$ cat config.mk
export PLATFORM = sky130hd
export DESIGN_NAME = vlcfg_unit
export DESIGN_NICKNAME = d
export VERILOG_FILES = /design/src/rtl/vlcfg_pkg.sv /design/src/rtl/vlcfg_vlmax.sv /design/src/rtl/vlcfg_select.sv /design/src/rtl/vlcfg_unit.sv
export SDC_FILE = /design/constraint.sdc
export NUM_CORES = 1
export LEC_CHECK = 0
export BUFFER_PORTS_ARGS = -buffer_cell sky130_fd_sc_hd__buf_2
export CAP_MARGIN = 20
export CORE_MARGIN = 2
export CORE_UTILIZATION = 37
export DETAILED_ROUTE_END_ITERATION = 12
export GPL_TIMING_DRIVEN = 0
export PLACE_DENSITY = 0.77
export SYNTH_ARGS = -nofsm -noshare
export SYNTH_HDL_FRONTEND = slang
export SYNTH_SLANG_ARGS = --single-unit
$ cat constraint.sdc
create_clock -name clk -period 0.99 [get_ports clk]
set_clock_uncertainty 0.2 [all_clocks]
set_input_delay 0.1485 -clock clk [delete_from_list [all_inputs] [get_ports clk]]
set_output_delay 0.1485 -clock clk [all_outputs]
set_load 0.02 [all_outputs]
$ cat src/rtl/vlcfg_pkg.sv
package vlcfg_pkg;

    typedef enum logic [2:0] {
        SEW_E8  = 3'd0,
        SEW_E16 = 3'd1,
        SEW_E32 = 3'd2,
        SEW_E64 = 3'd3
    } sew_code_e;

    typedef enum logic [2:0] {
        GRP_X1   = 3'd0,
        GRP_X2   = 3'd1,
        GRP_X4   = 3'd2,
        GRP_X8   = 3'd3,
        GRP_RSVD = 3'd4,
        GRP_F8   = 3'd5,
        GRP_F4   = 3'd6,
        GRP_F2   = 3'd7
    } grp_code_e;

    // Grouping exponent as a signed log2 value: -3..3
    function automatic logic signed [7:0] grp_exp(input logic [2:0] code);
        logic signed [7:0] r;
        case (code)
            GRP_X1:  r = 8'sd0;
            GRP_X2:  r = 8'sd1;
            GRP_X4:  r = 8'sd2;
            GRP_X8:  r = 8'sd3;
            GRP_F8:  r = -8'sd3;
            GRP_F4:  r = -8'sd2;
            GRP_F2:  r = -8'sd1;
            default: r = 8'sd0;
        endcase
        return r;
    endfunction

endpackage

$ cat src/rtl/vlcfg_vlmax.sv
module vlcfg_vlmax #(
    parameter int VLEN = 128,
    localparam int VLW = $clog2(VLEN) + 1,
    localparam int LOG2_VLEN = $clog2(VLEN)
) (
    input  logic [2:0]     sew_i,
    input  logic [2:0]     lmul_i,
    output logic [VLW-1:0] vlmax_o,
    output logic           ill_o
);
    import vlcfg_pkg::*;

    logic signed [7:0] exp_s;
    logic              rsvd;

    always_comb begin
        rsvd  = sew_i[2] || (lmul_i == GRP_RSVD);
        exp_s = 8'(LOG2_VLEN) - 8'sd3 - $signed({6'b0, sew_i[1:0]}) + grp_exp(lmul_i);
        if (rsvd || exp_s < 0) begin
            ill_o   = 1'b1;
            vlmax_o = '0;
        end else begin
            ill_o   = 1'b0;
            vlmax_o = VLW'(1) << exp_s[4:0];
        end
    end

endmodule

$ cat src/rtl/vlcfg_select.sv
module vlcfg_select #(
    parameter int VLEN = 128,
    parameter int XLEN = 32,
    localparam int VLW = $clog2(VLEN) + 1
) (
    input  logic [XLEN-1:0] avl_i,
    input  logic [VLW-1:0]  vlmax_i,
    input  logic            ill_i,
    input  logic            rd_zero_i,
    input  logic            rs1_zero_i,
    input  logic [VLW-1:0]  cur_vl_i,
    output logic [VLW-1:0]  nxt_vl_o
);
    always_comb begin
        if (ill_i) begin
            nxt_vl_o = '0;
        end else if (rs1_zero_i && rd_zero_i) begin
            nxt_vl_o = cur_vl_i;
        end else if (rs1_zero_i) begin
            nxt_vl_o = vlmax_i;
        end else if (avl_i < XLEN'(vlmax_i)) begin
            nxt_vl_o = VLW'(avl_i);
        end else begin
            nxt_vl_o = vlmax_i;
        end
    end

endmodule

$ cat src/rtl/vlcfg_unit.sv
module vlcfg_unit #(
    parameter int VLEN = 128,
    parameter int XLEN = 32,
    localparam int VLW = $clog2(VLEN) + 1
) (
    input  logic            clk,
    input  logic            rst_n,
    input  logic            cfg_valid_i,
    input  logic [XLEN-1:0] avl_i,
    input  logic            rd_zero_i,
    input  logic            rs1_zero_i,
    input  logic [2:0]      sew_i,
    input  logic [2:0]      lmul_i,
    output logic [VLW-1:0]  vl_o,
    output logic [2:0]      sew_o,
    output logic [2:0]      lmul_o,
    output logic            ill_o,
    output logic            rd_wen_o,
    output logic [XLEN-1:0] rd_wdata_o,
    output logic [XLEN-1:0] vlenb_o
);
    typedef struct packed {
        logic [VLW-1:0]  vl;
        logic [2:0]      sew;
        logic [2:0]      lmul;
        logic            ill;
        logic            rd_wen;
        logic [XLEN-1:0] rd_data;
    } cfg_state_t;

    cfg_state_t st_d, st_q;

    logic [VLW-1:0] vlmax_w;
    logic           ill_w;
    logic [VLW-1:0] nxt_vl_w;

    vlcfg_vlmax #(.VLEN(VLEN)) vlmax_i (
        .sew_i   (sew_i),
        .lmul_i  (lmul_i),
        .vlmax_o (vlmax_w),
        .ill_o   (ill_w)
    );

    vlcfg_select #(.VLEN(VLEN), .XLEN(XLEN)) select_i (
        .avl_i      (avl_i),
        .vlmax_i    (vlmax_w),
        .ill_i      (ill_w),
        .rd_zero_i  (rd_zero_i),
        .rs1_zero_i (rs1_zero_i),
        .cur_vl_i   (st_q.vl),
        .nxt_vl_o   (nxt_vl_w)
    );

    always_comb begin
        st_d        = st_q;
        st_d.rd_wen = 1'b0;
        if (cfg_valid_i) begin
            st_d.vl      = nxt_vl_w;
            st_d.ill     = ill_w;
            st_d.sew     = ill_w ? 3'd0 : sew_i;
            st_d.lmul    = ill_w ? 3'd0 : lmul_i;
            st_d.rd_wen  = !rd_zero_i;
            st_d.rd_data = XLEN'(nxt_vl_w);
        end
    end

    always_ff @(posedge clk or negedge rst_n) begin
        if (!rst_n) begin
            st_q <= '{vl: '0, sew: 3'd0, lmul: 3'd0, ill: 1'b1,
                      rd_wen: 1'b0, rd_data: '0};
        end else begin
            st_q <= st_d;
        end
    end

    assign vl_o       = st_q.vl;
    assign sew_o      = st_q.sew;
    assign lmul_o     = st_q.lmul;
    assign ill_o      = st_q.ill;
    assign rd_wen_o   = st_q.rd_wen;
    assign rd_wdata_o = st_q.rd_data;
    assign vlenb_o    = XLEN'(VLEN / 8);

endmodule

==> impl_metrics.py <==
metrics = {
    "die": {
        "initial_core_util": 0.383,
        "die_h_um": 71.1,
        "top_level_ports": 123,
        "core.rowCount": 24,
        "area_enclosed_by_the_die_boundary_um2": 5060,
        "core-area_um2": 4350,
        "fp.dieW_um": 71.1,
    },
    "yosys": {
        "yosys.area_share.simple": 0.206,
        "post_synth_edffs": 0,
        "synth.avg_cell_area_um2": 8.64,
        "synth_sequential_area_ratio": 0.241,
        "syn_std_cell_area_um2": 1670,
        "async_flop_share": 1.00,
        "yosys_most_used_dff": "sky130_fd_sc_hd__dfrtp_1",
        "synth_xor_area_frac": 0.0105,
        "yosysWarnings": 0,
        "synth_cell_type_count": 33,
        "yosys_register_bits": 16,
        "dominant_combinational_cell_family_by_area_after_synthesis": "buffers and inverters",
        "post_synth_inst_count": 193,
        "synth-compound-area-share": 0.104,
        "yosys-mux-area-fraction": 0,
        "synth_adder_area_share": 0.117,
    },
    "drt": {
        "route.detailed.wl_per_inst_um": 12.3,
        "via_count": 1714,
        "drt-initial-drc-count": 95,
        "antenna_violating_nets_post_route": 0,
        "drc": 0,
        "detail_route.first_pass.iterations": 4,
        "routed_wirelength_um": 4770,
        "viasPerCell": 4.42,
    },
    "pwr": {
        "powerDensity_nw_per_um2": 831,
        "total_power_mw": 2.42,
        "peakVddDrop_v": 0.000467,
        "p_leak_nw": 1.54,
    },
    "min_path": {
        "worst_min_delay_path_class": "in -> reg",
    },
    "worst_setup_path": {
        "delay_of_the_slowest_cell_on_the_worst_path_ns": 0.50,
        "register_to_register_path_setup_slack_ns": -0.26,
        "critPathArrivalTime_ns": 3.38,
        "worst-path-max-fanout": 4,
        "worst_path_max_delay_cell": "sky130_fd_sc_hd__fa_1",
        "cp.required_ns": 0.92,
        "cp-end-kind": "flip-flop",
        "timing.critical_path.buf_inv": 3,
        "worstPathCellList": "buf_12 -> inv_12 -> ha_4 -> buf_4 -> fa_1 -> a21oi_2 -> xnor2_2 -> and3_4 -> nand2_1 -> ha_1 -> a21oi_2 -> a21oi_2 -> nor4_4 -> o31ai_4 -> and3_4 -> a221o_1",
        "path_delay_family": "adder cells",
        "path_class": "in -> reg",
        "dominant_cell_type_by_count_on_the_critical_path": "sky130_fd_sc_hd__a21oi_2",
        "start_kind": "primary input",
    },
    "timing": {
        "grt_setup_unrepaired": "true",
        "hold_viol": 13,
        "timing.final.crit_share": 3.49,
        "fin_hold_ws_ns": -0.0636,
        "timing.final.ws_setup_ns": -2.46,
        "setup_tns_ns": -30.13,
        "report.final.slew_viol_count": 0,
        "achievable-frequency_ghz": 0.290,
        "period_needed_ns": 3.45,
        "final_setup_violation_count": 38,
    },
    "global_route": {
        "globalRouteTotalUtil": 0.159,
        "first_global_vias": 1526,
        "pin_count_of_the_biggest_net_entering_global_routing": 17,
        "grt_first_pass_wirelength_um": 6590,
        "congestion_overflow_gr": 0,
        "antenna_found_initial": 0,
    },
    "layout": {
        "drive_gt1_frac": 0.580,
        "areaGrowthSynthToFinish_pct": 74.8,
        "final_core_util": 0.669,
        "antennaDiodeCount": 0,
        "area_occupied_by_multi_input_gates_um2": 1150,
        "layoutNonFillerInstCount": 388,
        "layout.area.seq_um2": 402,
        "fillers": 321,
        "final_stage_net_count": 395,
    },
    "clocking": {
        "htreeDepth": 1,
        "tritoncts": "yes",
        "cts-root-to-sink-buffers": 2,
        "clockRootBuffer": "sky130_fd_sc_hd__clkbuf_8",
        "worst_setup_hold_path_clk_slew_ns": 0.06,
        "numCtsBuffers": 3,
        "clock_latency_on_the_worst_skew_pair_ns": 0.24,
        "post_cts_hold_buffer_count": 2,
        "numClockSinks": 16,
    },
    "outcome": {
        "failed_checks": "hold timing, setup timing",
        "outcome": "finished, violations left",
    },
    "placed_design": {
        "place_congestion": 0.849,
        "dp_cells": 365,
        "detailed_place_hpwl_um": 3210,
        "port-buffer-count": 66,
    },
    "job": {
        "maxCapViolations": 0,
    },
}
-- path summary, 6_finish.rpt --
kind | start | to | cells past startpoint
hold reg to reg | sew_o[2] | sew_o[2] | 1
setup / recovery | sew_i[0] | rd_wdata_o[1] | 16
setup reg to reg | rd_wdata_o[3] | rd_wdata_o[3] | 3
max in group asynchronous | rst_n | ill_o | 2
hold / removal | sew_i[1] | sew_o[1] | 3
min in group asynchronous | rst_n | rd_wen_o | 2
-- flip-flops by register name, summed over array words and instances (netlist names) --
register,flops
rd_wdata_o,8
lmul_o,3
sew_o,3
ill_o,1
rd_wen_o,1
-- per-stage QoR --
| step | setup slack [ns] | area, um2 |
|---|---|---|
| floorplan | -2.32 | 1970 |
| global placement | -2.90 | 2370 |
| detailed placement | -2.93 | 2370 |
| CTS | -2.41 | 2710 |
| global route | -2.58 | 2910 |
| finish | -2.46 | 2910 |
-- where the power goes --
group	internal [mW]	leakage, nW	switching (mW)
combinational	0.571	1.30	0.641
sequential	0.687	0.216	0.0251
clock	0.285	0.0228	0.211
-- Yosys cell counts, types with 2 or more instances --
master | number | area [um2]
sky130_fd_sc_hd__a211oi_1 | 2 | 15.0
sky130_fd_sc_hd__a21oi_1 | 6 | 30.0
sky130_fd_sc_hd__a221o_1 | 7 | 70.1
sky130_fd_sc_hd__and2_1 | 8 | 50.1
sky130_fd_sc_hd__and3_4 | 3 | 33.8
sky130_fd_sc_hd__buf_2 | 2 | 10.0
sky130_fd_sc_hd__buf_4 | 64 | 480
sky130_fd_sc_hd__conb_1 | 2 | 7.51
sky130_fd_sc_hd__dfrtp_1 | 15 | 375
sky130_fd_sc_hd__ha_1 | 14 | 175
sky130_fd_sc_hd__inv_1 | 9 | 33.8
sky130_fd_sc_hd__nand2_1 | 14 | 52.6
sky130_fd_sc_hd__nand3_1 | 9 | 45.0
sky130_fd_sc_hd__nand4_1 | 2 | 12.5
sky130_fd_sc_hd__nor2_1 | 8 | 30.0
sky130_fd_sc_hd__nor2b_1 | 2 | 12.5
sky130_fd_sc_hd__nor4_1 | 6 | 37.5
sky130_fd_sc_hd__o21ai_0 | 5 | 25.0
-- kinds of logic (layout without fill, tap and decap cells) --
group	after synthesis	in the layout
xor gates and xnor gates	2	2
and+or+nand+nor	59	59
DFF	16	16
buffers and inverters	76	165
other	2	56
AOI/OAI and AO/OA	23	23
adders and majority gates	15	15
-- what timing repair did --
action / 4_1_cts / 5_1_grt
buffers inserted: 9 / 8
endpoints found under the hold margin: 32 / 9
pin swaps: 10 / 10
gates resized for setup: 63 / 30
endpoints found under the setup margin: 38 / 38
-- worst register-to-register path, cell delays in order, from the launching register on --
cell	delay, ns
sky130_fd_sc_hd__dfrtp_1	0.42
sky130_fd_sc_hd__buf_4	0.15
sky130_fd_sc_hd__and2_1	0.13
sky130_fd_sc_hd__a221o_1	0.25
-- final cells by class --
type | count | area share
Sequential cell | 16 | 0.138
Inverter | 9 | 0.0159
Clock buffer | 4 | 0.0155
Tap cell | 52 | 0.0223
Multi-Input combinational cell | 155 | 0.395
Buffer | 67 | 0.181
Timing Repair Buffer | 85 | 0.232
-- per-layer routing --
| metal | GRT usage | share of wire | up-vias | routed length [um] |
|---|---|---|---|---|
| met3 | 0.0128 | 0.057 | 6 | 271 |
| met4 | 0.0503 | 0.018 | 0 | 85 |
| met2 | 0.318 | 0.57 | 81 | 2730 |
| met1 | 0.173 | 0.35 | 804 | 1690 |
| met5 | 0 | 0 | - | 0 |
| li1 | - | - | 823 | - |
-- cell usage in the layout, fill, tap and decap left out, types with 3 or more instances in the layout --
cell / instances
sky130_fd_sc_hd__dfrtp_1: 15
sky130_fd_sc_hd__and3_4: 4
sky130_fd_sc_hd__nand3_1: 7
sky130_fd_sc_hd__ha_1: 7
sky130_fd_sc_hd__ha_4: 5
sky130_fd_sc_hd__buf_2: 39
sky130_fd_sc_hd__inv_1: 6
sky130_fd_sc_hd__buf_4: 70
sky130_fd_sc_hd__o21ai_1: 4
sky130_fd_sc_hd__and2_1: 8
sky130_fd_sc_hd__nor2_1: 5
sky130_fd_sc_hd__nor4_1: 5
sky130_fd_sc_hd__a221o_1: 7
sky130_fd_sc_hd__clkbuf_8: 3
sky130_fd_sc_hd__nand2_1: 11
sky130_fd_sc_hd__a21oi_2: 5
sky130_fd_sc_hd__buf_6: 39
sky130_fd_sc_hd__conb_1: 56
Note: power is estimated with default switching activity, not from simulation.
